--- src/rtl/ste_walk_pkg.sv ---
package ste_walk_pkg;

  localparam int unsigned ADDR_W    = 64;
  localparam int unsigned ENT_SHIFT = 6;   // 64-byte stream table entries
  localparam int unsigned L1_SHIFT  = 3;   // 8-byte first-level descriptors
  localparam logic [ADDR_W-1:0] BASE_KEEP = 64'h000F_FFFF_FFFF_FFC0;

  typedef enum logic [1:0] {
    FLT_NONE      = 2'd0,
    FLT_BAD_SID   = 2'd1,
    FLT_BAD_ENTRY = 2'd2,
    FLT_FETCH     = 2'd3
  } flt_e;

  typedef enum logic [1:0] {
    WS_IDLE  = 2'd0,
    WS_EVAL  = 2'd1,
    WS_ISSUE = 2'd2,
    WS_WAIT  = 2'd3
  } walk_st_e;

  function automatic logic [ADDR_W-1:0] clear_low(input logic [ADDR_W-1:0] a,
                                                  input logic [6:0] sh);
    logic [ADDR_W-1:0] keep;
    if (sh >= 7'd64) keep = '0;
    else             keep = ~((64'd1 << sh) - 64'd1);
    return a & keep;
  endfunction

endpackage

--- src/rtl/ste_sid_check.sv ---
module ste_sid_check #(
  parameter int unsigned SID_W = 20
) (
  input  logic [SID_W-1:0] sid,
  input  logic [5:0]       log2size,
  input  logic [5:0]       impl_w,
  output logic             out_of_range
);
  logic [5:0] lim;

  always_comb begin
    lim = (log2size < impl_w) ? log2size : impl_w;
    if (int'(lim) < int'(SID_W)) out_of_range = ((sid >> lim) != '0);
    else                         out_of_range = 1'b0;
  end
endmodule

--- src/rtl/ste_sid_split.sv ---
module ste_sid_split #(
  parameter int unsigned SID_W = 20
) (
  input  logic [SID_W-1:0] sid,
  input  logic [4:0]       split,
  output logic [SID_W-1:0] l1_idx,
  output logic [SID_W-1:0] l2_idx
);
  logic [SID_W-1:0] low_mask;

  always_comb begin
    low_mask = ~({SID_W{1'b1}} << split);
    l1_idx   = sid >> split;
    l2_idx   = sid & low_mask;
  end
endmodule

--- src/rtl/ste_base_align.sv ---
module ste_base_align
  import ste_walk_pkg::*;
(
  input  logic [ADDR_W-1:0] base,
  input  logic              two_level,
  input  logic [5:0]        log2size,
  input  logic [4:0]        split,
  output logic [ADDR_W-1:0] aligned
);
  logic [ADDR_W-1:0] masked;
  logic [6:0]        lin_sh;
  logic signed [7:0] two_raw;
  logic [6:0]        two_sh;
  logic [6:0]        sh;

  always_comb begin
    masked  = base & BASE_KEEP;
    lin_sh  = {1'b0, log2size} + 7'd5;
    two_raw = $signed({2'b00, log2size}) - $signed({3'b000, split}) + 8'sd2;
    two_sh  = (two_raw < 8'sd5) ? 7'd5 : two_raw[6:0];
    sh      = two_level ? two_sh : lin_sh;
    aligned = clear_low(masked, sh);
  end
endmodule

--- src/rtl/ste_l1_decode.sv ---
module ste_l1_decode
  import ste_walk_pkg::*;
#(
  parameter int unsigned SID_W = 20
) (
  input  logic [ADDR_W-1:0] desc,
  input  logic [SID_W-1:0]  l2_idx,
  output logic              bad,
  output logic [ADDR_W-1:0] entry_addr
);
  localparam int unsigned PAD = ADDR_W - SID_W;

  logic [4:0]        span;
  logic [4:0]        span_m1;
  logic [ADDR_W-1:0] l2_ptr;

  always_comb begin
    span       = desc[4:0];
    span_m1    = span - 5'd1;
    l2_ptr     = {12'b0, desc[51:6], 6'b0};
    bad        = (span == 5'd0) || ((l2_idx >> span_m1) != '0);
    entry_addr = l2_ptr + ({{PAD{1'b0}}, l2_idx} << ENT_SHIFT);
  end
endmodule

--- src/rtl/ste_addr_walker.sv ---
module ste_addr_walker
  import ste_walk_pkg::*;
#(
  parameter int unsigned SID_W = 20
) (
  input  logic              clk,
  input  logic              rst_n,
  input  logic              req_valid,
  output logic              req_ready,
  input  logic [SID_W-1:0]  req_sid,
  input  logic [63:0]       cfg_base,
  input  logic              cfg_two_level,
  input  logic [5:0]        cfg_log2size,
  input  logic [4:0]        cfg_split,
  input  logic [5:0]        cfg_impl_sidw,
  output logic              rd_req,
  output logic [63:0]       rd_addr,
  input  logic              rd_gnt,
  input  logic              rd_rvalid,
  input  logic [63:0]       rd_rdata,
  input  logic              rd_rerr,
  output logic              res_valid,
  output logic [1:0]        res_code,
  output logic [63:0]       res_addr,
  output logic [31:0]       res_evt_w6,
  output logic [31:0]       res_evt_w7
);
  localparam int unsigned PAD = ADDR_W - SID_W;

  // reset: asynchronous assert, synchronous release
  logic rst_meta_q, rst_s_n;
  always_ff @(posedge clk or negedge rst_n) begin
    if (!rst_n) begin
      rst_meta_q <= 1'b0;
      rst_s_n    <= 1'b0;
    end else begin
      rst_meta_q <= 1'b1;
      rst_s_n    <= rst_meta_q;
    end
  end

  walk_st_e          state_q, state_d;
  logic [SID_W-1:0]  sid_q;
  logic [ADDR_W-1:0] base_q;
  logic              two_q;
  logic [5:0]        l2s_q;
  logic [4:0]        split_q;
  logic [5:0]        impl_q;
  logic [ADDR_W-1:0] l1addr_q;
  logic              res_valid_q, res_valid_d;
  flt_e              res_code_q, res_code_d;
  logic [ADDR_W-1:0] res_addr_q, res_addr_d;
  logic [ADDR_W-1:0] evt_q, evt_d;

  logic              cap_en, l1_en;
  logic              sid_oor, desc_bad;
  logic [SID_W-1:0]  l1_idx, l2_idx;
  logic [ADDR_W-1:0] abase, lin_entry, l1_desc, l2_entry;

  ste_sid_check #(.SID_W(SID_W)) u_sid (
    .sid(sid_q), .log2size(l2s_q), .impl_w(impl_q), .out_of_range(sid_oor)
  );

  ste_sid_split #(.SID_W(SID_W)) u_split (
    .sid(sid_q), .split(split_q), .l1_idx(l1_idx), .l2_idx(l2_idx)
  );

  ste_base_align u_base (
    .base(base_q), .two_level(two_q), .log2size(l2s_q), .split(split_q),
    .aligned(abase)
  );

  ste_l1_decode #(.SID_W(SID_W)) u_dec (
    .desc(rd_rdata), .l2_idx(l2_idx), .bad(desc_bad), .entry_addr(l2_entry)
  );

  assign lin_entry = abase + ({{PAD{1'b0}}, sid_q}  << ENT_SHIFT);
  assign l1_desc   = abase + ({{PAD{1'b0}}, l1_idx} << L1_SHIFT);
  assign cap_en    = req_valid && req_ready;

  // next-state and result
  always_comb begin
    state_d     = state_q;
    res_valid_d = 1'b0;
    res_code_d  = res_code_q;
    res_addr_d  = res_addr_q;
    l1_en       = 1'b0;
    unique case (state_q)
      WS_IDLE: if (cap_en) state_d = WS_EVAL;
      WS_EVAL: begin
        if (sid_oor) begin
          res_valid_d = 1'b1;
          res_code_d  = FLT_BAD_SID;
          res_addr_d  = '0;
          state_d     = WS_IDLE;
        end else if (!two_q) begin
          res_valid_d = 1'b1;
          res_code_d  = FLT_NONE;
          res_addr_d  = lin_entry;
          state_d     = WS_IDLE;
        end else begin
          l1_en   = 1'b1;
          state_d = WS_ISSUE;
        end
      end
      WS_ISSUE: if (rd_gnt) state_d = WS_WAIT;
      WS_WAIT: begin
        if (rd_rvalid) begin
          res_valid_d = 1'b1;
          state_d     = WS_IDLE;
          if (rd_rerr) begin
            res_code_d = FLT_FETCH;
            res_addr_d = l1addr_q;
          end else if (desc_bad) begin
            res_code_d = FLT_BAD_ENTRY;
            res_addr_d = l1addr_q;
          end else begin
            res_code_d = FLT_NONE;
            res_addr_d = l2_entry;
          end
        end
      end
      default: state_d = WS_IDLE;
    endcase
    evt_d = (res_code_d == FLT_FETCH) ? res_addr_d : '0;
  end

  // registers
  always_ff @(posedge clk or negedge rst_s_n) begin
    if (!rst_s_n) begin
      state_q     <= WS_IDLE;
      res_valid_q <= 1'b0;
    end else begin
      state_q     <= state_d;
      res_valid_q <= res_valid_d;
    end
  end

  always_ff @(posedge clk or negedge rst_s_n) begin
    if (!rst_s_n) begin
      sid_q   <= '0;
      base_q  <= '0;
      two_q   <= 1'b0;
      l2s_q   <= '0;
      split_q <= '0;
      impl_q  <= '0;
    end else if (cap_en) begin
      sid_q   <= req_sid;
      base_q  <= cfg_base;
      two_q   <= cfg_two_level;
      l2s_q   <= cfg_log2size;
      split_q <= cfg_split;
      impl_q  <= cfg_impl_sidw;
    end
  end

  always_ff @(posedge clk or negedge rst_s_n) begin
    if (!rst_s_n)   l1addr_q <= '0;
    else if (l1_en) l1addr_q <= l1_desc;
  end

  always_ff @(posedge clk or negedge rst_s_n) begin
    if (!rst_s_n) begin
      res_code_q <= FLT_NONE;
      res_addr_q <= '0;
      evt_q      <= '0;
    end else if (res_valid_d) begin
      res_code_q <= res_code_d;
      res_addr_q <= res_addr_d;
      evt_q      <= evt_d;
    end
  end

  assign req_ready  = (state_q == WS_IDLE);
  assign rd_req     = (state_q == WS_ISSUE);
  assign rd_addr    = l1addr_q;
  assign res_valid  = res_valid_q;
  assign res_code   = res_code_q;
  assign res_addr   = res_addr_q;
  assign res_evt_w6 = evt_q[31:0];
  assign res_evt_w7 = evt_q[63:32];

endmodule

--- config.mk ---
export PLATFORM = sky130hd
export DESIGN_NAME = ste_addr_walker
export DESIGN_NICKNAME = d
export VERILOG_FILES = /design/src/rtl/ste_walk_pkg.sv /design/src/rtl/ste_sid_check.sv /design/src/rtl/ste_sid_split.sv /design/src/rtl/ste_base_align.sv /design/src/rtl/ste_l1_decode.sv /design/src/rtl/ste_addr_walker.sv
export SDC_FILE = /design/constraint.sdc
export NUM_CORES = 1
export LEC_CHECK = 0
export ABC_AREA = 1
export BUFFER_PORTS_ARGS = -buffer_cell sky130_fd_sc_hd__buf_4
export CAP_MARGIN = 15
export CORE_MARGIN = 3
export CORE_UTILIZATION = 45
export DETAILED_ROUTE_END_ITERATION = 8
export GPL_TIMING_DRIVEN = 0
export PLACE_DENSITY = 0.76
export SLEW_MARGIN = 20
export SYNTH_ARGS = -nofsm -noshare
export SYNTH_HDL_FRONTEND = slang
export SYNTH_HIERARCHICAL = 1
export SYNTH_SLANG_ARGS = --single-unit
--- constraint.sdc ---
create_clock -name clk -period 11.6 [get_ports clk]
set_input_delay 2.32 -clock clk [delete_from_list [all_inputs] [get_ports clk]]
set_output_delay 2.32 -clock clk [all_outputs]
set_load 0.01 [all_outputs]
==> metrics list <==
- The initial antenna violation count came to 2.
- The run finished with clean final reports.
- Clock tree root buffer cell: sky130_fd_sc_hd__clkbuf_16
- Measured slew at the worst slew-check pin: 0.840 ns
- Final weighted congestion in routability-driven placement: 1.07
- In the final layout, the multi-input gates occupy 15600 sq um.
- In the routed design, unresolved DRC markers number 0.
- Measured along the x axis, the die boundary spans between 200 and 250 microns.
- Via count: just under 30000
* Buffers added on ports: 337
- The clock net in this run drives a total of 283 sinks.
- Setup repair after global routing missed its margin: false
- Vias per std cell: between 5 and 6
- 0 antenna diodes ended up in the layout.
- Adding up every negative setup slack in the final design gives 0 ns.
* Number of nets in the final layout: 4688
- Post-DP HPWL: roughly 87000 microns
- Counting stages on the worst path, the most repeated cell is sky130_fd_sc_hd__nand2_1.
* Number of setup buffers added after CTS: 0
* Remaining global-route overflow: 0
- Slowest stage delay, CP: 0.65 ns
- Std-Cell Core Area: 55600 sq um
* Average wire per cell in the routed design: 20.4 microns
* Top-level I/O count: 369
- Kind of start point of the critical path: flop
- Yosys printed 6 warnings.
- Across every metal layer, demand over resource in global routing totals 0.343.
- The worst hold path belongs to the class reg -> async.
- In this run, CTS created clock tree buffers numbering 34.
- The clock arrives with 0.0273 ns of skew.
- Per-instance average area after synthesis: 6.35 sq um
- In this run the core area contains 86 standard-cell rows.
- For this configuration, the core starts out at a cell density of 0.460.
* Fraction of the core area covered by cells at the end of the flow: 0.548
* Sort of element at the end of the critical path: flop
- Y dimension of the die: 244 microns
* Worst slew slack as a fraction of its limit: 0.434
- Of the available clock period, the critical path in the final layout requires 0.598.
* Maximum number of buffers from clock root to sink: 3
- Hold bufs inserted after CTS: 0
- Maximum number of pins on one net before global-route repair: 58
* Most frequent standard cell in the layout excluding fill and tap cells: sky130_fd_sc_hd__nand2_1
* Commonest non-fill, non-tap cells in the layout: 1286 x sky130_fd_sc_hd__nand2_1, 510 x sky130_fd_sc_hd__inv_1, 382 x sky130_fd_sc_hd__buf_4
- The number of endpoints with negative hold slack in the final report came to 0.
- Largest fanout of any net on the critical path: 7
- Worst-skew pair later-pin latency: 0.59 ns
- The first detailed-routing pass took 6 iterations.
- Crit path time final: 6.94 ns
* Max-capacitance violation count: 0
- Count of fill cells added during filler insertion: 5532
* Worst-path clk slew: 0.06 ns
- The number of gates resized after CTS was 0.
* First-pass GRT wire length: roughly 160000 microns
* Synthesized instance count: 4028
- Number of H-tree levels: 2
- Iter 0 DRT Violations: 3292
- For the worst setup path, the data arrival time is 7.41 ns.
- Worst endpoint required time: between 10 and 15 ns
* Share of cells above drive strength 1: 0.175
- The number of pins with negative max-slew slack in the final report came to 0.
- Maximum clock frequency: 144 MHz
* TritonCTS clock tree: yes
- The die covers 59800 sq um.
- Final routed wirelength across all metal layers: 106000 microns
- Via count of the first global-routing pass: 26565
- Summing all flip-flop and latch instances after layout gives 7090 sq um.
- Final setup fails: 0
* Type of the worst setup path: reg -> reg
* Antenna viol nets, final: 0
* Layout area overhead: 19.1%
- Standard cell with the maximum stage delay on the critical path: sky130_fd_sc_hd__a21boi_1
- Mapped Area: 25600 sq um
## sequential cells by signal, summed over array words and instances (netlist names), named ones only
register    cells
impl_q          6
res_valid       1
rd_addr        64
rst_meta_q      1
l2s_q           6
rst_s_n         1
split_q         5
two_q           1
sid_q          20
evt_q          64
base_q         46
res_addr       64
res_code        2
state_q         1
## path summary, 6_finish.rpt
check / start / endpoint / slack, ns / cells past startpoint
setup reg to reg: l2s_q[0]$_DFFE_PN0P_ / evt_q[34]$_DFFE_PN0P_ / 4.66 / 39
hold reg to reg: rst_s_n$_DFF_PN0_ / base_q[42]$_DFFE_PN0P_ / 0.30 / 0
hold / removal: rst_s_n$_DFF_PN0_ / base_q[42]$_DFFE_PN0P_ / 0.30 / 0
max in group asynchronous: rst_n / rst_s_n$_DFF_PN0_ / 9.99 / 1
min in group clk: rst_meta_q$_DFF_PN0_ / rst_s_n$_DFF_PN0_ / 0.35 / 0
setup / recovery: l2s_q[0]$_DFFE_PN0P_ / evt_q[34]$_DFFE_PN0P_ / 4.66 / 39
## critical path: cells and delay by family (launching register included)
kind | cells | cell delay, ns
compound gates | 4 | 1.42
fa+ha+maj | 4 | 1.22
buf+inv | 8 | 0.71
flops | 1 | 0.48
simple gates | 23 | 2.97
## through the flow
step	hold slack (ns)	cells	worst slack, ns	cell area (sq um)
floorplan	0.331	4061	3.13	25700
global placement	0.332	5146	-0.358	29200
detailed placement	0.316	5151	4.95	29300
CTS	0.320	5212	4.89	30500
global route	0.337	5212	4.34	30500
finish	0.302	5212	4.66	30500
## routing by layer
| layer | GRT usage | part of all wire |
|---|---|---|
| met1 | 0.458 | 0.40 |
| met2 | 0.533 | 0.43 |
| met3 | 0.0666 | 0.11 |
| met4 | 0.166 | 0.056 |
| met5 | 0 | 0.00012 |
## cell type report
| class | count | share of cell area |
|---|---|---|
| repair buffers | 342 | 0.0875 |
| inverters | 546 | 0.0681 |
| clock inverters | 22 | 0.00879 |
| flip-flops and latches | 283 | 0.232 |
| clock buffers | 39 | 0.0292 |
| plain buffers | 162 | 0.0312 |
| well taps | 748 | 0.0307 |
| multi-input cells | 3070 | 0.512 |
Power is left out: the tool's default activity adds up to more than one toggle a clock period on the data nets, which glitch-free logic cannot reach.
